<file path="config.mk">
export PLATFORM = sky130hd
export DESIGN_NAME = memprot_unit
export DESIGN_NICKNAME = d
export VERILOG_FILES = /design/src/rtl/memprot_pkg.sv /design/src/rtl/memprot_regfile.sv /design/src/rtl/memprot_match.sv /design/src/rtl/memprot_resolve.sv /design/src/rtl/memprot_unit.sv
export SDC_FILE = /design/constraint.sdc
export NUM_CORES = 1
export LEC_CHECK = 0
export ABC_AREA = 1
export ABC_CLOCK_PERIOD_IN_PS = 2400
export BUFFER_PORTS_ARGS = -buffer_cell sky130_fd_sc_hd__buf_4
export CAP_MARGIN = 40
export CORE_MARGIN = 3
export CORE_UTILIZATION = 39
export DETAILED_ROUTE_END_ITERATION = 8
export GPL_ROUTABILITY_DRIVEN = 1
export GPL_TIMING_DRIVEN = 0
export HOLD_SLACK_MARGIN = 0.02
export SLEW_MARGIN = 0
export SYNTH_ARGS = -nofsm -noshare
export SYNTH_HDL_FRONTEND = slang
export SYNTH_SLANG_ARGS = --single-unit
</file>
<file path="constraint.sdc">
create_clock -name clk -period 2.4 [get_ports clk]
set_input_delay 0.24 -clock clk [delete_from_list [all_inputs] [get_ports clk]]
set_output_delay 0.24 -clock clk [all_outputs]
set_load 0.05 [all_outputs]
</file>
<file path="src/rtl/memprot_pkg.sv">
package memprot_pkg;
    localparam int ADDR_W      = 32;
    localparam int DATA_W      = 32;
    localparam int NUM_REGIONS = 4;
    localparam int IDX_W       = $clog2(NUM_REGIONS);
    localparam int SEL_W       = 3;
    localparam int MIN_SHIFT   = 12;
    localparam int NUM_SIZES   = 13;
    localparam int CODE_W      = 4;

    localparam int BIT_RD = 4;
    localparam int BIT_WR = 5;
    localparam int BIT_EN = 6;

    typedef struct packed {
        logic                          en;
        logic                          rd;
        logic                          wr;
        logic [CODE_W-1:0]             code;
        logic [ADDR_W-1:MIN_SHIFT]     base;
    } region_cfg_t;

    typedef struct packed {
        logic rd;
        logic wr;
    } perm_t;

    function automatic logic size_legal(input logic [CODE_W-1:0] code);
        return int'(code) < NUM_SIZES;
    endfunction

    function automatic logic [ADDR_W-1:0] size_mask(input logic [CODE_W-1:0] code);
        return {ADDR_W{1'b1}} << (MIN_SHIFT + int'(code));
    endfunction
endpackage

</file>
<file path="src/rtl/memprot_regfile.sv">
module memprot_regfile
    import memprot_pkg::*;
(
    input  logic                    clk,
    input  logic                    rst,
    input  logic                    cfg_we,
    input  logic [SEL_W-1:0]        cfg_sel,
    input  logic [DATA_W-1:0]       cfg_wdata,
    output region_cfg_t             regions [NUM_REGIONS],
    output perm_t                   dflt
);
    for (genvar i = 0; i < NUM_REGIONS; i++) begin : g_reg
        always_ff @(posedge clk) begin
            if (rst) begin
                regions[i] <= '0;
            end else if (cfg_we && int'(cfg_sel) == i) begin
                regions[i].en   <= cfg_wdata[BIT_EN];
                regions[i].rd   <= cfg_wdata[BIT_RD];
                regions[i].wr   <= cfg_wdata[BIT_WR];
                regions[i].code <= cfg_wdata[CODE_W-1:0];
                regions[i].base <= cfg_wdata[ADDR_W-1:MIN_SHIFT];
            end
        end

        assert_cfg_load_R1: assert property (@(posedge clk) disable iff (rst)
            (cfg_we && int'(cfg_sel) == i) |=>
                (regions[i].code == $past(cfg_wdata[CODE_W-1:0]) &&
                 regions[i].en == $past(cfg_wdata[BIT_EN])));
    end

    always_ff @(posedge clk) begin
        if (rst) begin
            dflt <= '0;
        end else if (cfg_we && int'(cfg_sel) == NUM_REGIONS) begin
            dflt.rd <= cfg_wdata[BIT_RD];
            dflt.wr <= cfg_wdata[BIT_WR];
        end
    end

    assert_unused_sel_R10: assert property (@(posedge clk) disable iff (rst)
        (cfg_we && int'(cfg_sel) > NUM_REGIONS) |=> $stable(dflt));
endmodule

</file>
<file path="src/rtl/memprot_match.sv">
module memprot_match
    import memprot_pkg::*;
(
    input  logic              clk,
    input  logic              rst,
    input  region_cfg_t       cfg,
    input  logic [ADDR_W-1:0] addr,
    output logic              match
);
    logic [ADDR_W-1:0] mask;
    logic [ADDR_W-1:0] base_full;

    always_comb begin
        mask      = size_mask(cfg.code);
        base_full = {cfg.base, {MIN_SHIFT{1'b0}}};
        match     = cfg.en && size_legal(cfg.code) && (((addr ^ base_full) & mask) == '0);
    end

    assert_bad_code_R4: assert property (@(posedge clk) disable iff (rst)
        (int'(cfg.code) >= NUM_SIZES) |-> !match);
    assert_disabled_R1: assert property (@(posedge clk) disable iff (rst)
        !cfg.en |-> !match);
endmodule

</file>
<file path="src/rtl/memprot_resolve.sv">
module memprot_resolve
    import memprot_pkg::*;
(
    input  logic                   clk,
    input  logic                   rst,
    input  logic                   valid,
    input  logic                   is_write,
    input  logic [NUM_REGIONS-1:0] match,
    input  perm_t                  perms [NUM_REGIONS],
    input  perm_t                  dflt,
    output logic                   hit,
    output logic [IDX_W-1:0]       hit_idx,
    output logic                   allow,
    output logic                   fault
);
    perm_t            sel_perm;
    logic [IDX_W-1:0] win;
    logic             ok;

    always_comb begin
        sel_perm = dflt;
        win      = '0;
        for (int i = NUM_REGIONS - 1; i >= 0; i--) begin
            if (match[i]) begin
                sel_perm = perms[i];
                win      = IDX_W'(i);
            end
        end
        ok      = is_write ? sel_perm.wr : sel_perm.rd;
        hit     = valid && (|match);
        hit_idx = valid ? win : '0;
        allow   = valid && ok;
        fault   = valid && !ok;
    end

    assert_idle_R8: assert property (@(posedge clk) disable iff (rst)
        !valid |-> (!hit && !allow && !fault && hit_idx == '0));
    assert_excl_R7: assert property (@(posedge clk) disable iff (rst)
        valid |-> (allow != fault));
    assert_winner_R5: assert property (@(posedge clk) disable iff (rst)
        hit |-> match[hit_idx]);
    assert_default_R6: assert property (@(posedge clk) disable iff (rst)
        (valid && match == '0) |-> (allow == (is_write ? dflt.wr : dflt.rd)));
endmodule

</file>
<file path="src/rtl/memprot_unit.sv">
module memprot_unit
    import memprot_pkg::*;
(
    input  logic              clk,
    input  logic              rst,
    input  logic              cfg_we,
    input  logic [2:0]        cfg_sel,
    input  logic [31:0]       cfg_wdata,
    input  logic              acc_valid,
    input  logic [31:0]       acc_addr,
    input  logic              acc_write,
    output logic              hit,
    output logic [1:0]        hit_idx,
    output logic              allow,
    output logic              fault
);
    region_cfg_t            regions [NUM_REGIONS];
    perm_t                  dflt;
    perm_t                  perms   [NUM_REGIONS];
    logic [NUM_REGIONS-1:0] match;

    memprot_regfile u_regs (
        .clk       (clk),
        .rst       (rst),
        .cfg_we    (cfg_we),
        .cfg_sel   (cfg_sel),
        .cfg_wdata (cfg_wdata),
        .regions   (regions),
        .dflt      (dflt)
    );

    for (genvar i = 0; i < NUM_REGIONS; i++) begin : g_match
        memprot_match u_match (
            .clk   (clk),
            .rst   (rst),
            .cfg   (regions[i]),
            .addr  (acc_addr),
            .match (match[i])
        );
        assign perms[i].rd = regions[i].rd;
        assign perms[i].wr = regions[i].wr;
    end

    memprot_resolve u_resolve (
        .clk      (clk),
        .rst      (rst),
        .valid    (acc_valid),
        .is_write (acc_write),
        .match    (match),
        .perms    (perms),
        .dflt     (dflt),
        .hit      (hit),
        .hit_idx  (hit_idx),
        .allow    (allow),
        .fault    (fault)
    );
endmodule

</file>
==> summary.txt, run 1 <==
Timing
  • Max Slew Vio Count: 0
  • Period utilisation layout: 125%
  • Minimum clock period: 3000 ps
  • Setup repair after global routing missed its margin: yes
  • Setup ws final: -598 ps
  • Setup Viol. Count Final: 5
  • Fmax: 334 MHz
  • Slew of the pin with the lowest slew margin: 914 ps
  • Clock skew: 0 ps
  • Final Hold Viols: 0
  • Relative slew slack: between 30% and 40%

Synthesis
  • Cell count after synthesis: approximately 1000
  • Synth Area in Adders: 2.59%
  • Multiplexer area fraction after synthesis: 0%
  • Post-synth cell types: 40
  • Largest family of logic cells by synthesized area: simple AND/OR/NAND/NOR gates
  • Syn nets: approximately 1100
  • Synth area leader: dfxtp_1
  • Compound-Gate Fraction of Synth Area: ~14%
  • Seq cells post-synth: 110
  • Synthesis warning total: 0
  • Top cells by area, synth: dfxtp_1 (33%), nand2_1 (17%), xor2_1 (7.5%), a21oi_1 (6.5%), nand3_1 (6.1%)
  • Seq/Total Area, Yosys: around a third
  • Post-Synth XOR/XNOR Area: ~8.0%
  • Synth Area in Simple Gates: 34.5%
  • Syn avg cell area: 6.61 µm²
  • Top cell type's share of synthesized area: 32.5%
  • Cell Area, Synth: 6770 µm²

Floorplan
  • Die Width: 138 µm
  • Die Ht: 138 µm
  • Die area: around 19000 µm²
  • Core area: 16800 µm²
  • IO Count: 77
  • Cell row count: 47
  • Initial core utilization: 40.4%

CTS
  • Clock Latency Late Sink: around 370 ps
  • Clk buf depth: 2
  • Clk sinks: 110
  • CTS H-tree lvls: 3
  • Clock-pin slew on the worst setup and hold paths: 80 ps
  • Hold buffers post-CTS: 0
  • TritonCTS clock tree: done
  • Number of buffers created by CTS: 9
  • Root Driver: clkbuf_16

Critical path
  • CP max stage delay: 350 ps
  • Critical Path AT: 2760 ps
  • Reg-to-reg startpoint: u_regs.regions[49]$_SDFFE_PP0P_
  • CP cell instances: buf_8 > clkinv_8 > ha_4 > inv_4 > buf_6 > nand4_1 > nand2_1 > nand2_1 > nor2_1 > nand2_1 > nor2_4 > nand2_4 > nand3_2 > nand3_2 > nand2_1 > nand2_1 > nand2_2 > nand2_2 > nor2_4 > buf_6
  • CP most frequent cell: nand2_1
  • CP max stage cell: dfxtp_2
  • Critical path class: reg2out
  • Reg2Reg Depth: 4
  • Crit Path Max Fanout: 5
  • R2R Setup Slk: 1460 ps
  • Setup crit start kind: flop
  • Worst R2R End: u_regs.regions[49]$_SDFFE_PP0P_
  • Critical Path End Type: output port
  • Critical Path RT: 2160 ps

Global routing
  • First-pass GRT wire length: 39.5 mm
  • Vias in the first global route: about 6800
  • GR Util All Layers: 28.3%
  • Largest net degree at the start of global routing: 20
  • Initial antenna violation count: 0
  • Total grt overflow: 0

Drt
  • Via/cell ratio: about 5.3
  • Iter 0 DRT Violations: 660
  • DR vias: 7227
  • Detail Route Antenna Nets: 0
  • Met2 WL post-DR: 12.1 mm
  • Final WL: around 27 mm
  • Top sig layer: met4
  • Metal-1 WL: around 12 mm
  • Post-route DRC: 0
  • Drt wl/cell: around 20 µm
  • TritonRoute pass-1 iters: 8
  • Metal3 WL: 1.56 mm

Placement
  • Port Buffers: 70
  • GPL Wtd Cong: around 0.99
  • HPWL after DPL: 20.5 mm

Finish
  • Multi-input gate area: 4240 µm²
  • Layout cells sized above 1: 18.1%
  • Final nets: 1213
  • Synth-to-Final Area Change: 23.6%
  • Fillers: 1774
  • Sequential cell area: 2220 µm²
  • Number of diodes: 0
  • Fin util: 49.9%

Power
  • Total power: 4.29 mW
  • Leak Pwr: 3.51 nW
  • Worst VDD drop: 0.323 mV
  • Power per cell area: 512 nW/µm²

Min path
  • Min-Delay Path Depth: 3
  • Worst Hold Path EP: u_regs.regions[84]$_SDFFE_PP0P_
  • Hold/Removal Path Class: in2reg
  • HP Start: cfg_wdata[15]

Outcome
  • Failing checks: setup timing
  • Status: finished with violations

Job
  • Max-cap violation count: 0
[critical path, delay by kind of cell (launching register included)]
| family | cells | cell delay [ps] |
|---|---|---|
| and+or+nand+nor | 14 | 1300 |
| adders and majority gates | 1 | 230 |
| DFF | 1 | 350 |
| buffers and inverters | 5 | 510 |
[per-stage QoR]
step | setup TNS (ps) | hold slack (ps) | setup WS [ps] | instances | instance area, µm²
after floorplan | -72.0 | 383 | -72.0 | 1024 | 6900
after global placement | -1490 | 456 | -461 | 1314 | 7700
after detailed placement | -1460 | 456 | -452 | 1314 | 7700
after CTS | -2340 | 147 | -554 | 1351 | 8290
after global routing | -3180 | 161 | -772 | 1352 | 8360
final | -2530 | 152 | -598 | 1352 | 8360
[worst max-delay path by stage]
| stage | startpoint | to | slack, ps | cells after the start |
|---|---|---|---|---|
| floorplan | u_regs.regions[49]$_SDFFE_PP0P_ | fault | -70 | 20 |
| global placement | u_regs.regions[49]$_SDFFE_PP0P_ | fault | -460 | 21 |
| detailed placement | u_regs.regions[49]$_SDFFE_PP0P_ | fault | -450 | 21 |
| CTS | u_regs.regions[23]$_SDFFE_PP0P_ | allow | -550 | 19 |
| global route | u_regs.regions[23]$_SDFFE_PP0P_ | fault | -770 | 20 |
| finish | u_regs.regions[49]$_SDFFE_PP0P_ | fault | -600 | 20 |
[synth_stat cells]
master     count
o2111ai_1      2
buf_6          8
nor2_1        87
a21oi_1       88
nand2_1      308
o211ai_1       2
inv_2         13
or2_0          1
nand4_1       35
ha_1          14
nand2_2        4
o21bai_1       1
a31oi_1        2
inv_4          1
buf_4          2
nor3_1         6
o22ai_1        2
o21ai_1       19
nand2_4        1
nor3b_2        1
or2_2          1
a21oi_2        1
nor3_2         2
nor2_4         4
clkinv_2       1
xnor2_1        4
nand3_2        2
dfxtp_1      110
a211oi_1      31
nand3_1       83
inv_1         57
xor2_1        58
buf_2          6
nor2_2         7
clkinv_1       3
buf_1          2
clkbuf_1      36
o21ai_0       16
o21ai_2        1
a22oi_1        2
[layout by cell type (no fill, tap or decap), types with 3 or more instances in the layout]
cell type and instances:
dfxtp_1 105, inv_2 12, inv_6 3, nand3_1 73, nor2_4 9, nand4_1 35, xor2_1 58, nor2_2 5
buf_6 13, inv_4 6, ha_4 7, a211oi_1 31, buf_2 5, inv_1 51, clkbuf_1 37, o21ai_0 12
nand2_1 300, ha_1 7, nand3_2 12, clkinv_1 3, dfxtp_4 3, xnor2_1 4, buf_4 85, clkbuf_16 9
o21ai_1 22, a21oi_1 86, buf_8 4, nor2_1 84, nor3_1 5, nand2_2 12
[per-layer routing]
| metal | vias up | GRT usage [%] |
|---|---|---|
| met5 | - | 0 |
| li1 | 3566 | - |
| met4 | 0 | 11.9 |
| met2 | 251 | 45.1 |
| met1 | 3368 | 38.8 |
| met3 | 42 | 3.10 |
[registers in the layout, summed over array words and instances, names as in the netlist]
register,count
u_regs.dflt,2
u_regs.regions,108
[timing repair]
item	4_1_cts	5_1_grt
hold endpoints to repair	0	0
endpoints found under the setup margin	5	5
gates resized for setup	41	22
cloned	3	0
buffers inserted	20	1
pin swaps	30	13
[layout make-up]
| cell class | instances | share of cell area (%) |
|---|---|---|
| well taps | 220 | 3.29 |
| multi-input cells | 785 | 50.7 |
| flip-flops and latches | 110 | 26.5 |
| inverters | 75 | 3.84 |
| repair buffers | 94 | 8.93 |
| clock buffers | 10 | 2.74 |
| clock inverters | 6 | 0.643 |
| plain buffers | 52 | 3.41 |
[cell families (layout without fill, tap and decap cells)]
kind of cell,after synthesis,count (layout)
AOI/OAI and AO/OA,167,167
xor gates and xnor gates,62,62
adders and majority gates,14,14
buffers and inverters,129,237
DFF,110,110
and+or+nand+nor,542,542
[report_power, final]
| group | leakage, nW | total [mW] | switching [mW] | internal (mW) |
|---|---|---|---|---|
| logic | 2.48 | 0.873 | 0.554 | 0.320 |
| clock network | 0.136 | 1.51 | 0.783 | 0.726 |
| registers | 0.894 | 1.90 | 0.0350 | 1.87 |
| total | 3.51 | 4.29 | 1.37 | 2.91 |
No activity file was read; power rests on OpenSTA's default activity.
==> run 2: changes to the inputs <==
--- a/config.mk
+++ b/config.mk
@@ -9,13 +9,16 @@
 export ABC_CLOCK_PERIOD_IN_PS = 2400
 export BUFFER_PORTS_ARGS = -buffer_cell sky130_fd_sc_hd__buf_4
 export CAP_MARGIN = 40
-export CORE_MARGIN = 3
-export CORE_UTILIZATION = 39
+export CELL_PAD_IN_SITES_DETAIL_PLACEMENT = 1
+export CELL_PAD_IN_SITES_GLOBAL_PLACEMENT = 2
+export CORE_UTILIZATION = 29
 export DETAILED_ROUTE_END_ITERATION = 8
 export GPL_ROUTABILITY_DRIVEN = 1
 export GPL_TIMING_DRIVEN = 0
 export HOLD_SLACK_MARGIN = 0.02
+export PLACE_DENSITY_LB_ADDON = 0.1
 export SLEW_MARGIN = 0
 export SYNTH_ARGS = -nofsm -noshare
 export SYNTH_HDL_FRONTEND = slang
+export SYNTH_HIERARCHICAL = 1
 export SYNTH_SLANG_ARGS = --single-unit
==> run 2 against run 1 <==
  * The run still ends with setup timing left
  * Maximum frequency fell by 2.3%
  * Combinational power rose by 31%
  * Die area rose by 43%
  * Worst setup slack worse by 69 ps
  * Register-to-register slack better by 130 ps
  * Via count grew 13%
  * Clock skew did not move
  * Critical path depth stayed put
  * First-iteration DRC count fell by 20%
  * Highest routed layer unchanged
==> summary.txt, run 2 <==
Timing
  • Final Hold Viols: 0
  • Slew of the pin with the lowest slew margin: 649 ps
  • Setup repair after global routing missed its margin: yes
  • Fmax: 326 MHz
  • Hold Slack: 293 ps
  • Setup TNS: -2990 ps
  • Relative slew slack: 56.7%
  • Clock skew: 0 ps
  • Minimum clock period: 3070 ps
  • Setup Viol. Count Final: 5
  • Max Slew Vio Count: 0
  • Setup ws final: -667 ps
  • Period utilisation layout: 128%

Synthesis
  • Ys async rst share: 0%
  • Seq cells post-synth: 110
  • Synthesis warning total: 6
  • Seq/Total Area, Yosys: between 20% and 30%
  • Cell Area, Synth: 7660 µm²
  • Top cells by area, synth: dfxtp_1 (29%), nand2_1 (15%), nor2_1 (14%), nand3_1 (12%), xor2_1 (5.9%)
  • Post-synth top flop: dfxtp_1
  • Syn avg cell area: 6.16 µm²
  • Count leader, synth: nand2_1
  • EDFF count, synth: 0
  • Top cell type's share of synthesized area: 28.7%
  • Synth area leader: dfxtp_1
  • Post-synth cell types: 34
  • Cell count after synthesis: approximately 1200
  • Synth top cells by count: nand2_1 (306), nor2_1 (295), nand3_1 (182), dfxtp_1 (110), inv_1 (87)
  • Syn nets: 1332

Finish
  • Layout cells sized above 1: between 20 and 25%
  • Layout Cells excl Fill: 1700
  • Number of diodes: 0
  • Fillers: 3382
  • Fin util: around 37%
  • Most common library cell in the layout ignoring fill and taps: nand2_1
  • Max reg flops: ~110
  • Synth-to-Final Area Change: 25.6%
  • Biggest regs: u_regs/regions x108, u_regs/dflt x2
  • Multi-input gate area: 4900 µm²
  • Sequential cell area: 2230 µm²
  • Final nets: ~1400
  • Most flop-heavy register: u_regs/regions
  • Commonest non-fill, non-tap cells in the layout: nand2_1 (294), nor2_1 (276), nand3_1 (169), dfxtp_1 (102), buf_4 (101)

Power
  • Sequential power share: 41.5%
  • Net switching power: 1.58 mW
  • Power per cell area: 487 nW/µm²
  • Leak Pwr: roughly 4.4 nW
  • Sw Share: 33.7%
  • Worst VDD drop: 0.272 mV
  • Int Pwr: 3.11 mW
  • Clock Power Share: 34.3%
  • Gate power share: 24.3%
  • Total power: 4.69 mW

CTS
  • Clock-pin slew on the worst setup and hold paths: 80 ps
  • TritonCTS clock tree: done
  • Root Driver: clkbuf_16
  • Clk sinks: 110
  • Number of buffers created by CTS: 9
  • Clk buf depth: 2
  • Hold buffers post-CTS: 0
  • Clock Latency Late Sink: around 360 ps
  • CTS H-tree lvls: 3

Critical path
  • Critical Path End Type: output port
  • Critical Path RT: between 2000 and 2500 ps
  • R2R Setup Slk: 1590 ps
  • Setup crit start kind: flop
  • Crit Path Max Fanout: 7
  • Critical Path AT: 2830 ps
  • Critical path class: reg2out

Floorplan
  • Initial core utilization: between 20% and 30%
  • Core area: ~26000 µm²
  • IO Count: 77
  • Die area: 27100 µm²
  • Cell row count: around 60
  • Die Width: 165 µm
  • Die Ht: 165 µm

Global routing
  • GR Util All Layers: around a quarter
  • Largest net degree at the start of global routing: 20
  • First-pass GRT wire length: between 40 and 50 mm
  • Initial antenna violation count: 0
  • Total grt overflow: 0
  • Vias in the first global route: between 7000 and 8000

Drt
  • Final WL: between 30 and 40 mm
  • Post-route DRC: 0
  • Iter 0 DRT Violations: ~530
  • DR vias: 8162
  • Detail Route Antenna Nets: 0
  • Via/cell ratio: 4.80
  • TritonRoute pass-1 iters: 5
  • Drt wl/cell: 19.8 µm

Placement
  • HPWL after DPL: 26.1 mm
  • Inst Count DP: approximately 1700
  • Port Buffers: just over 70
  • GPL Wtd Cong: 0.872

Outcome
  • Failing checks: setup timing
  • Status: finished with violations

Job
  • Max-cap violation count: 0

Min path
  • Hold/Removal Path Class: in2reg
==> run 2: changes by cell type after synthesis, moves of 9 or more <==
cell	before	now
nor2_1	87	295
a211oi_1	31	0
buf_2	6	15
nand3_1	83	182
buf_6	8	22
clkbuf_1	36	5
inv_1	57	87
a21oi_1	88	9
==> run 2: power groups by stage <==
stage	Combinational, mW	Clock (mW)	Sequential (mW)
after floorplan	0.642	0	1.97
final	1.14	1.61	1.94
after detailed placement	1.06	0	1.99
after global placement	1.05	0	1.99
after CTS	1.13	1.66	1.94
after global routing	1.25	1.72	1.95
==> run 2: final cells by class <==
type | instances | share of cell area [%]
clock buffers | 11 | 2.74
multi-input cells | 969 | 50.9
clock inverters | 5 | 0.481
repair buffers | 106 | 8.89
flip-flops and latches | 110 | 23.2
well taps | 335 | 4.35
inverters | 111 | 5.06
repair inverters | 1 | 0.0910
plain buffers | 52 | 4.28
==> run 2: per-layer routing <==
metal / part of all wire (%) / global-route usage, % / routed length (µm)
met5: 0 / 0 / 0
met2: 46 / 41.9 / 15400
met4: 1.4 / 5.00 / 477
met1: 50 / 36.0 / 16600
met3: 3.3 / 2.51 / 1120
==> run 2: critical path, cell delays in order (launching register included) <==
cell      delay (ps)
dfxtp_4          400
inv_4             60
ha_4             290
clkinv_8          80
nor2_4            40
buf_4            140
o21ai_2          120
nand2_1           70
nor2_1           130
nand3_1          130
nor2_4           120
buf_12           140
inv_2             50
nand3_1           60
nand3_1           80
nand2_1           80
nand2_1           60
nand2_2           90
nand2_2           70
nor2_4            80
buf_6            160
==> run 2: per-stage QoR <==
step / setup slack [ps] / area (µm²)
after floorplan: -92.2 / 7820
after global placement: -670 / 8770
after detailed placement: -716 / 8770
after CTS: -621 / 9540
after global routing: -796 / 9630
final: -667 / 9630
==> run 2: timing repair <==
item                       CTS  global route
setup endpoints to repair    5             5
cloned                       2             0
gates resized for setup     75            15
pin swaps                   25            11
setup buffers               30             5
==> run 2: cells by family (layout without fill, tap and decap cells) <==
group | count (synthesis) | after routing | synth area share [%]
and+or+nand+nor | 852 | 852 | 47.8
buffers and inverters | 165 | 286 | 11.2
DFF | 110 | 110 | 28.7
xor gates and xnor gates | 56 | 56 | 6.40
AOI/OAI and AO/OA | 45 | 45 | 3.25
adders and majority gates | 16 | 16 | 2.61
==> run 2: final timing paths <==
path / start / end / cells after the start
max: u_regs/regions[50]$_SDFFE_PP0P_ / fault / 20
min: cfg_wdata[20] / u_regs/regions[89]$_SDFFE_PP0P_ / 5
max reg2reg: u_regs/regions[20]$_SDFFE_PP0P_ / u_regs/regions[20]$_SDFFE_PP0P_ / 2
min reg2reg: u_regs/regions[107]$_SDFFE_PP0P_ / u_regs/regions[107]$_SDFFE_PP0P_ / 2
